--- src/rtl/rc_pkg.sv ---
package rc_pkg;
  typedef enum logic [1:0] {
    M_RUN  = 2'b00,
    M_HALT = 2'b01,
    M_STEP = 2'b10,
    M_JAM  = 2'b11
  } mode_e;
endpackage

--- src/rtl/rc_rstsync.sv ---
module rc_rstsync (
  input  logic clk,
  input  logic rst_n,
  output logic rst_ni
);
  logic r0_q, r1_q;

  always_ff @(posedge clk or negedge rst_n) begin
    if (!rst_n) begin
      r0_q <= 1'b0;
      r1_q <= 1'b0;
    end else begin
      r0_q <= 1'b1;
      r1_q <= r0_q;
    end
  end

  assign rst_ni = r1_q;
endmodule

--- src/rtl/rc_reqsync.sv ---
module rc_reqsync
  import rc_pkg::*;
#(
  parameter int SYNC_STAGES   = 2,
  parameter int STABLE_CYCLES = 2
) (
  input  logic       clk,
  input  logic       rst_ni,
  input  logic [1:0] req_a,
  output logic [1:0] acc_o,
  output logic       strobe_o
);
  localparam int LIM = STABLE_CYCLES - 1;
  localparam int CW  = $clog2(STABLE_CYCLES + 1);

  logic [1:0]    stg_q [SYNC_STAGES];
  logic [1:0]    smp;
  logic [1:0]    prev_q;
  logic [CW-1:0] cnt_q, cnt_d;
  logic [1:0]    acc_q, acc_d;
  logic          stb_q, stb_d;
  logic          accept;

  // synchronizer chain
  always_ff @(posedge clk or negedge rst_ni) begin
    if (!rst_ni) stg_q[0] <= M_HALT;
    else         stg_q[0] <= req_a;
  end

  generate
    for (genvar i = 1; i < SYNC_STAGES; i++) begin : g_stage
      always_ff @(posedge clk or negedge rst_ni) begin
        if (!rst_ni) stg_q[i] <= M_HALT;
        else         stg_q[i] <= stg_q[i-1];
      end
    end
  endgenerate

  assign smp = stg_q[SYNC_STAGES-1];

  // stability filter, next state
  always_comb begin
    cnt_d = cnt_q;
    if (smp != prev_q)              cnt_d = '0;
    else if (int'(cnt_q) != LIM)    cnt_d = cnt_q + 1'b1;
    accept = (smp == prev_q) && (int'(cnt_q) + 1 >= LIM) && (smp != acc_q);
    acc_d  = accept ? smp : acc_q;
    stb_d  = accept;
  end

  always_ff @(posedge clk or negedge rst_ni) begin
    if (!rst_ni) begin
      prev_q <= M_HALT;
      cnt_q  <= '0;
      acc_q  <= M_HALT;
      stb_q  <= 1'b0;
    end else begin
      prev_q <= smp;
      cnt_q  <= cnt_d;
      acc_q  <= acc_d;
      stb_q  <= stb_d;
    end
  end

  assign acc_o    = acc_q;
  assign strobe_o = stb_q;

  AST_STROBE_SETTLED: assert property (@(posedge clk) disable iff (!rst_ni)
    strobe_o |-> (acc_o == $past(smp)) && ($past(smp) == $past(prev_q)));
  AST_ACC_HOLDS: assert property (@(posedge clk) disable iff (!rst_ni)
    !strobe_o |-> $stable(acc_o));
endmodule

--- src/rtl/rc_fsm.sv ---
module rc_fsm
  import rc_pkg::*;
(
  input  logic       clk,
  input  logic       rst_ni,
  input  logic       strobe_i,
  input  logic [1:0] tgt_i,
  input  logic       bnd_i,
  output mode_e      mode_o,
  output logic       enter_jam_o
);
  mode_e st_q, st_d;
  logic  pend_q, pend_d;
  mode_e ptgt_q, ptgt_d;
  mode_e tgt;

  assign tgt = mode_e'(tgt_i);

  always_comb begin
    st_d   = st_q;
    pend_d = pend_q;
    ptgt_d = ptgt_q;
    unique case (st_q)
      M_RUN: begin
        if (strobe_i) begin
          if (tgt == M_RUN) begin
            pend_d = 1'b0;
          end else if (bnd_i) begin
            st_d   = tgt;
            pend_d = 1'b0;
          end else begin
            pend_d = 1'b1;
            ptgt_d = tgt;
          end
        end else if (pend_q && bnd_i) begin
          st_d   = ptgt_q;
          pend_d = 1'b0;
        end
      end
      M_STEP: begin
        st_d = strobe_i ? tgt : M_HALT;
      end
      default: begin
        if (strobe_i) st_d = tgt;
      end
    endcase
  end

  always_ff @(posedge clk or negedge rst_ni) begin
    if (!rst_ni) begin
      st_q   <= M_HALT;
      pend_q <= 1'b0;
      ptgt_q <= M_HALT;
    end else begin
      st_q   <= st_d;
      pend_q <= pend_d;
      ptgt_q <= ptgt_d;
    end
  end

  assign mode_o      = st_q;
  assign enter_jam_o = (st_d == M_JAM) && (st_q != M_JAM);

  AST_LEAVE_AT_BOUNDARY: assert property (@(posedge clk) disable iff (!rst_ni)
    (st_q == M_RUN) && !bnd_i |=> (st_q == M_RUN));
  AST_STEP_RETURNS: assert property (@(posedge clk) disable iff (!rst_ni)
    (st_q == M_STEP) && !strobe_i |=> (st_q == M_HALT));
endmodule

--- src/rtl/dbg_runctl.sv ---
module dbg_runctl
  import rc_pkg::*;
#(
  parameter int W             = 32,
  parameter int SYNC_STAGES   = 2,
  parameter int STABLE_CYCLES = 2
) (
  input  logic         clk,
  input  logic         rst_n,
  input  logic [1:0]   mode_req_a,
  input  logic         insn_boundary,
  input  logic [W-1:0] ibus_word,
  output logic         fetch_en,
  output logic         advance,
  output logic         dlatch_load,
  output logic [W-1:0] jam_word,
  output logic [1:0]   mode_stat
);
  logic         rst_ni;
  logic [1:0]   acc;
  logic         strobe;
  mode_e        mode;
  logic         enter_jam;
  logic         load_q;
  logic [W-1:0] jam_q;

  rc_rstsync u_rst (
    .clk    (clk),
    .rst_n  (rst_n),
    .rst_ni (rst_ni)
  );

  rc_reqsync #(
    .SYNC_STAGES   (SYNC_STAGES),
    .STABLE_CYCLES (STABLE_CYCLES)
  ) u_req (
    .clk      (clk),
    .rst_ni   (rst_ni),
    .req_a    (mode_req_a),
    .acc_o    (acc),
    .strobe_o (strobe)
  );

  rc_fsm u_fsm (
    .clk         (clk),
    .rst_ni      (rst_ni),
    .strobe_i    (strobe),
    .tgt_i       (acc),
    .bnd_i       (insn_boundary),
    .mode_o      (mode),
    .enter_jam_o (enter_jam)
  );

  // jam capture, clock-enabled by jam entry
  always_ff @(posedge clk or negedge rst_ni) begin
    if (!rst_ni) begin
      load_q <= 1'b0;
      jam_q  <= '0;
    end else begin
      load_q <= enter_jam;
      if (enter_jam) jam_q <= ibus_word;
    end
  end

  assign fetch_en    = (mode == M_RUN);
  assign advance     = (mode == M_RUN) || (mode == M_STEP);
  assign dlatch_load = load_q;
  assign jam_word    = jam_q;
  assign mode_stat   = mode;

  AST_LOAD_SINGLE: assert property (@(posedge clk) disable iff (!rst_ni)
    dlatch_load |=> !dlatch_load);
  AST_LOAD_IN_JAM: assert property (@(posedge clk) disable iff (!rst_ni)
    dlatch_load |-> (mode_stat == 2'b11) && !fetch_en);
  AST_JAM_ONLY_ON_LOAD: assert property (@(posedge clk) disable iff (!rst_ni)
    !$stable(jam_word) |-> dlatch_load);
  AST_STEP_ONE_ADV: assert property (@(posedge clk) disable iff (!rst_ni)
    advance && !fetch_en |=> !(advance && !fetch_en) || $past(strobe));
  AST_FETCH_LEAVES_AT_BND: assert property (@(posedge clk) disable iff (!rst_ni)
    $fell(fetch_en) |-> $past(insn_boundary));
endmodule

--- config.mk ---
export PLATFORM = sky130hd
export DESIGN_NAME = dbg_runctl
export DESIGN_NICKNAME = d
export VERILOG_FILES = /design/src/rtl/rc_pkg.sv /design/src/rtl/rc_rstsync.sv /design/src/rtl/rc_reqsync.sv /design/src/rtl/rc_fsm.sv /design/src/rtl/dbg_runctl.sv
export SDC_FILE = /design/constraint.sdc
export NUM_CORES = 1
export LEC_CHECK = 0
export BUFFER_PORTS_ARGS = -buffer_cell sky130_fd_sc_hd__buf_2
export CORE_UTILIZATION = 25
export DETAILED_ROUTE_END_ITERATION = 10
export PLACE_DENSITY = 0.5
export SLEW_MARGIN = 0
export SYNTH_ARGS = -nofsm -noshare
export SYNTH_HDL_FRONTEND = slang
export SYNTH_SLANG_ARGS = --single-unit
--- constraint.sdc ---
create_clock -name clk -period 3.5 [get_ports clk]
set_clock_uncertainty 0.2 [all_clocks]
set_input_delay 0.35 -clock clk [delete_from_list [all_inputs] [get_ports clk]]
set_output_delay 0.35 -clock clk [all_outputs]
set_load 0.005 [all_outputs]
==> key figures, run 1 <==
Global route
  – Initial antenna violation count: 0
  – GRT Residual Overflow: 0
  – Vias in the first global route: 1205
  – GRT Util Overall: 9.00%
  – Largest net degree at the start of global routing: 48
  – Global-route wire length before repair: 5810 um

Yosys
  – Avg Cell Area, Syn: 16.3 um2
  – Synth Area in Compound Gates: 3.89%
  – Post-synth EDFFs: 0
  – Synthesized flop and latch total: 49
  – Commonest cells post-synth: dfrtp_1, mux2_4, nand2_1, dfstp_2
  – Post-synth top area share: 54.0%
  – Mux share of post-synthesis cell area: 24.1%
  – Area leader, netlist: dfrtp_1
  – Adder-Cell Fraction of Synth Area: 0%
  – Post-synthesis cell area: 0.00199 mm2
  – Sequential area share after synthesis: 61.9%
  – Count leader, synth: dfrtp_1
  – Synthesized instance count: 122
  – Synth Warn #: 0
  – Top FF cell, synth: dfrtp_1
  – Synth async-reset ratio: 100%
  – Largest family of logic cells by synthesized area: multiplexers
  – Simple-gate share of the synthesized area: 4.15%
  – Xor and xnor area share after synthesis: 1.76%
  – Largest cells by area after synthesis: dfrtp_1, mux2_4, dfstp_2
  – Yosys cell types: 21
  – Net Count, Synth: 159

STA
  – Min Tclk post-route: 2430 ps
  – Period utilisation layout: 69.5%
  – Relative slew slack: 32.7%
  – Slew Limit Fails: 0
  – Final setup vio count: 0
  – Max Fclk: 411 MHz
  – Least-Margin Pin Slew: 1010 ps
  – Post-Route Setup TNS: 0 ps
  – RSZ-0062 raised after global routing: false
  – Final Hold Fails: 0

Power and ir drop
  – Switching power total: 632 uW
  – Sw Share: 28.1%
  – Leak: 0.00125 uW
  – Combinational fraction of design power: 38.6%
  – PD cells: 868 mW/mm2
  – Maximum vdd drop: 0.000309 V
  – Pint: 1610 uW
  – Clk pwr share: 18.3%
  – Seq pwr share: 43.1%

Placement
  – DP Wirelength: 2440 um
  – GP Congestion: 0.737
  – Port bufs: 73

Setup path
  – Critical path class: flop to flop
  – Reg2Reg Depth: 5
  – Crit-path cells: nor2_1, a221oi_2, o21a_2, buf_12, mux2_4
  – Worst Path Max Fanout: 18
  – Crit end category: flop
  – Crit Reg-Reg Startpoint: u_fsm.mode_o[0]
  – Critical path's top delay family: compound AO/OA/AOI/OAI gates
  – Crit path depth: 5
  – CP startpoint kind: flop
  – Critical path capture point: jam_word[18]
  – Critical R2R Capture: jam_word[18]
  – Critical path buffers and inverters: 1
  – Worst path slowest cell: dfstp_2
  – Reg2Reg Setup Slack: 1070 ps
  – CP Launch Point: u_fsm.mode_o[0]
  – Crit path DAT: 2420 ps
  – CP Data Required Time: 3480 ps
  – Worst stage delay on the critical path: 610 ps

CTS
  – Post-CTS Setup Inserts: 0
  – Clock H-tree levels: 2
  – Longest Clk Path Bufs: 2
  – CTS clk-pin slew, worst paths: 90 ps
  – CTS tree: built
  – TritonCTS Buffers: 5
  – Clock root cell: clkbuf_8
  – Clock Latency Late Sink: 290 ps
  – CTS sink count: 49

Die
  – IO Count: 74
  – Die H: 91.3 um
  – Starting Density: 25.8%
  – Row count: 32
  – Die width: 91.3 um
  – Core Region: 0.00773 mm2
  – Die area: 0.00833 mm2

Detailed routing
  – Vias per inst: 3.97
  – WL/cell: 11.4 um
  – DRC: 0
  – TritonRoute pass-1 iters: 2
  – DR iter-0 viols: 19
  – Detailed-route via count: 1210
  – Detailed-route wire length: 3460 um
  – Final antenna-violating net count: 0

Layout
  – Final #Nets: 239
  – Register area: 0.00123 mm2
  – Final Core Density: 33.5%
  – Area grow syn2layout: 29.8%
  – Area of the multi-input gates: 681 um2
  – Layout cell share with drive strength beyond 1: 62.1%
  – Ant diodes: 0
  – Number of fill cells: 767

Outcome
  – Status: completed

Flow run
  – Max-cap violations: 0

Min path
  – Worst min-delay path class: input pin to flop
## placed cells by master, fill, tap and decap left out, drive strengths merged
master	synthesis	routed
a21o	1	1
nor4	1	1
clkinvlp	0	1
a221oi	1	1
nor2	2	2
o21a	1	1
xnor2	4	4
bufinv	0	1
dfstp	6	6
a21oi	4	4
conb	1	1
buf	4	74
nand2	12	12
nor4b	2	2
mux2	33	33
nand2b	1	1
dfrtp	43	43
o21ai	3	3
inv	2	2
clkbuf	0	6
dlygate4sd3	0	3
a22oi	1	1
## registers in the layout (all words and copies together), names as in the netlist
register / cells
dlatch_load: 1
jam_word: 32
u_fsm.mode_o: 2
u_fsm.pend_q: 1
u_fsm.ptgt_q: 2
u_req.acc_o: 2
u_req.prev_q: 2
u_req.smp: 2
u_req.stg_q: 2
u_req.strobe_o: 1
u_rst.r0_q: 1
u_rst.rst_ni: 1
## power by group through the flow
stage	Clock, uW	Combinational, uW	Sequential (uW)
2_1_floorplan	0	611	975
3_3_place_gp	0	869	976
3_5_place_dp	0	882	969
4_1_cts	437	880	969
5_1_grt	459	941	1000
6_report	412	866	968
## cells by family (layout without fill, tap and decap cells)
logic type | Yosys count | in the layout
DFF | 49 | 49
muxes | 33 | 33
and+or+nand+nor | 18 | 18
AOI/OAI and AO/OA | 11 | 11
buffers and inverters | 6 | 87
xor gates and xnor gates | 4 | 4
other | 1 | 1
## worst min path at each step
stage,start,end,slack [ps],cells past startpoint
floorplan,rst_n,u_rst.r0_q,-150,0
global placement,rst_n,u_rst.r0_q,-60,1
detailed placement,rst_n,u_rst.r0_q,-60,1
CTS,ibus_word[4],jam_word[4],60,2
global route,ibus_word[24],jam_word[24],50,2
finish,ibus_word[5],jam_word[5],80,2
## metal layers
metal	routed length, um	track usage (%)	vias up
li1	-	-	575
met1	1600	11.4	581
met2	1470	13.3	50
met3	348	4.10	4
met4	41	3.57	0
met5	0	0	-
## metrics by stage
stage / hold slack (ps) / total power (uW) / setup WS [ps] / std cells / instance area, um2
6_report: 79.1 / 2250 / 1070 / 305 / 2590
5_1_grt: 51.2 / 2400 / 915 / 305 / 2590
4_1_cts: 60.4 / 2290 / 1040 / 305 / 2590
3_5_place_dp: -60.7 / 1850 / 1050 / 294 / 2440
3_3_place_gp: -64.0 / 1840 / 1140 / 294 / 2440
2_1_floorplan: -146 / 1590 / 1530 / 122 / 1990
## worst register-to-register path, cell delays in order (launching register included)
cell      delay, ps
dfstp_2         610
nor2_1          120
a221oi_2        280
o21a_2          530
buf_12          260
mux2_4          330
## cell type report
class	instances	share of cell area, %
flip-flops and latches	49	47.8
inverters	2	0.290
repair buffers	77	16.1
clock inverters	2	1.45
well taps	102	4.93
clock buffers	6	3.19
multi-input cells	67	26.3
## what timing repair did
action                    in CTS  in global routing
resized for setup              0                  0
hold buffers                   3                  0
hold endpoints to repair       4                  0
Note: power is estimated with default switching activity, not from simulation.
==> run 2: changes to the inputs <==
--- a/config.mk
+++ b/config.mk
@@ -8,7 +8,7 @@
 export BUFFER_PORTS_ARGS = -buffer_cell sky130_fd_sc_hd__buf_2
 export CORE_UTILIZATION = 25
 export DETAILED_ROUTE_END_ITERATION = 10
-export PLACE_DENSITY = 0.5
+export PLACE_DENSITY = 0.52
 export SLEW_MARGIN = 0
 export SYNTH_ARGS = -nofsm -noshare
 export SYNTH_HDL_FRONTEND = slang
==> constraint.sdc (replaced) <==
create_clock -name clk -period 2.2 [get_ports clk]
set_clock_uncertainty 0.2 [all_clocks]
set_input_delay 0.22 -clock clk [delete_from_list [all_inputs] [get_ports clk]]
set_output_delay 0.22 -clock clk [all_outputs]
set_load 0.005 [all_outputs]
==> key figures, run 2 (same netlist as run 1, synthesis figures left out) <==
Setup path
  – CP startpoint kind: flop
  – Critical path's top delay family: compound AO/OA/AOI/OAI gates
  – Crit path DAT: 2060 ps
  – Reg2Reg Depth: 5
  – Critical path class: flop to flop
  – Crit end category: flop
  – Reg2Reg Setup Slack: 120 ps
  – Critical path buffers and inverters: 1
  – Crit Reg-Reg Startpoint: u_fsm.mode_o[0]
  – Crit-path cells: nor2_1, a221oi_2, o21a_4, buf_12, mux2_4
  – CP Data Required Time: 2180 ps
  – Worst Path Max Fanout: 13
  – Worst stage delay on the critical path: 580 ps
  – Critical R2R Capture: jam_word[6]
  – Worst path slowest cell: dfstp_2

Layout
  – Final Core Density: 39.2%
  – Number of fill cells: 731
  – Most frequent cells in the layout: buf_2, dfrtp_1, dlygate4sd3_1
  – Final #Nets: 282
  – Ant diodes: 0
  – Area of the multi-input gates: 687 um2
  – Most common cell after layout, fill and taps aside: buf_2
  – Register area: 0.00123 mm2
  – Max reg flops: 32
  – Layout cell share with drive strength beyond 1: 55.3%
  – Area grow syn2layout: 52.0%

Global route
  – GRT Residual Overflow: 0
  – GRT Util Overall: 10.1%
  – Largest net degree at the start of global routing: 19
  – Global-route wire length before repair: 6560 um
  – Initial antenna violation count: 0
  – Vias in the first global route: 1442

Detailed routing
  – TritonRoute pass-1 iters: 4
  – Vias per inst: 3.98
  – DRC: 0
  – WL/cell: 12.0 um
  – Final antenna-violating net count: 0
  – Detailed-route via count: 1385
  – DR iter-0 viols: 18
  – Detailed-route wire length: 4180 um

CTS
  – Longest Clk Path Bufs: 2
  – CTS sink count: 49
  – CTS clk-pin slew, worst paths: 90 ps
  – TritonCTS Buffers: 5
  – Clock Latency Late Sink: 290 ps
  – CTS tree: built
  – Clock H-tree levels: 2
  – Clock root cell: clkbuf_8

Die
  – Core Region: 0.00773 mm2
  – Die width: 91.3 um
  – IO Count: 74
  – Die H: 91.3 um
  – Row count: 32
  – Starting Density: 25.8%
  – Die area: 0.00833 mm2

STA
  – Post-Route Setup TNS: 0 ps
  – Min Tclk post-route: 2080 ps
  – Slew Limit Fails: 0
  – Final hold slack: -4.67 ps
  – Final setup vio count: 0
  – Period utilisation layout: 94.4%
  – RSZ-0062 raised after global routing: false
  – Max Fclk: 481 MHz
  – Worst setup margin: 122 ps
  – Final Hold Fails: 4

Min path
  – Worst min-delay path class: flop to async pin

Placement
  – DP Wirelength: 2620 um
  – Port bufs: 73
  – GP Congestion: 0.817
  – Worst Setup Slack post-DPL: 79.0 ps

Outcome
  – Failing checks: negative hold slack
  – Status: finished with violations

Power and ir drop
  – PD cells: 1250 mW/mm2
  – Leak: 0.00145 uW
  – Maximum vdd drop: 0.000472 V

Flow run
  – Max-cap violations: 0
run 2: cell count changes in the layout (fill, tap and decap cells not counted), sizes merged:
cell	delta
buf	+9
dlygate4sd3	+33
clkbuf	+1
run 2: timing repair:
action,4_1_cts,5_1_grt
endpoints found under the setup margin,0,27
gates resized for setup,0,1
hold buffers,36,0
buffers inserted,0,3
hold endpoints to repair,37,0
run 2: layout make-up:
class	count	area share, %
Clock inverter	2	1.24
Multi-Input combinational cell	67	22.7
Inverter	2	0.248
Timing Repair Buffer	120	28.1
Sequential cell	49	40.8
Clock buffer	6	2.73
Tap cell	102	4.21
run 2: how the worst max path moves through the flow:
stage / start / cells past startpoint / slack (ps) / end
final: u_fsm.mode_o[0] / 5 / 120 / jam_word[6]
after global routing: u_fsm.mode_o[0] / 5 / 10 / jam_word[31]
after CTS: u_fsm.mode_o[0] / 5 / 60 / jam_word[11]
after detailed placement: u_fsm.mode_o[0] / 5 / 80 / jam_word[11]
after global placement: u_fsm.mode_o[0] / 5 / 140 / jam_word[10]
after floorplan: u_fsm.mode_o[0] / 6 / 230 / jam_word[0]
run 2: per-stage QoR:
stage	cells	cell area (um2)	power (uW)
CTS	344	2970	3730
detailed placement	300	2490	3000
floorplan	122	1990	2520
global route	348	3030	4020
finish	348	3030	3780
global placement	300	2490	3000
run 2: worst reg2reg max path: cells and delay by family, from the launching register on:
family | cells | cell delay [ps]
AOI/OAI and AO/OA | 2 | 590
DFF | 1 | 580
buffers and inverters | 1 | 180
muxes | 1 | 320
and+or+nand+nor | 1 | 110
run 2: power by group:
part	internal, uW	switching [uW]	total (uW)
registers	1290	236	1530
logic	1060	540	1600
clock network	370	288	658
run 2: routing by layer:
layer	global-route usage, %	vias to the layer above	share of wire, %	wire length (um)
li1	-	661	-	-
met1	12.0	681	44	1840
met2	17.5	41	51	2150
met3	2.85	2	4.2	176
met4	3.17	0	0.45	19
met5	0	-	0	0
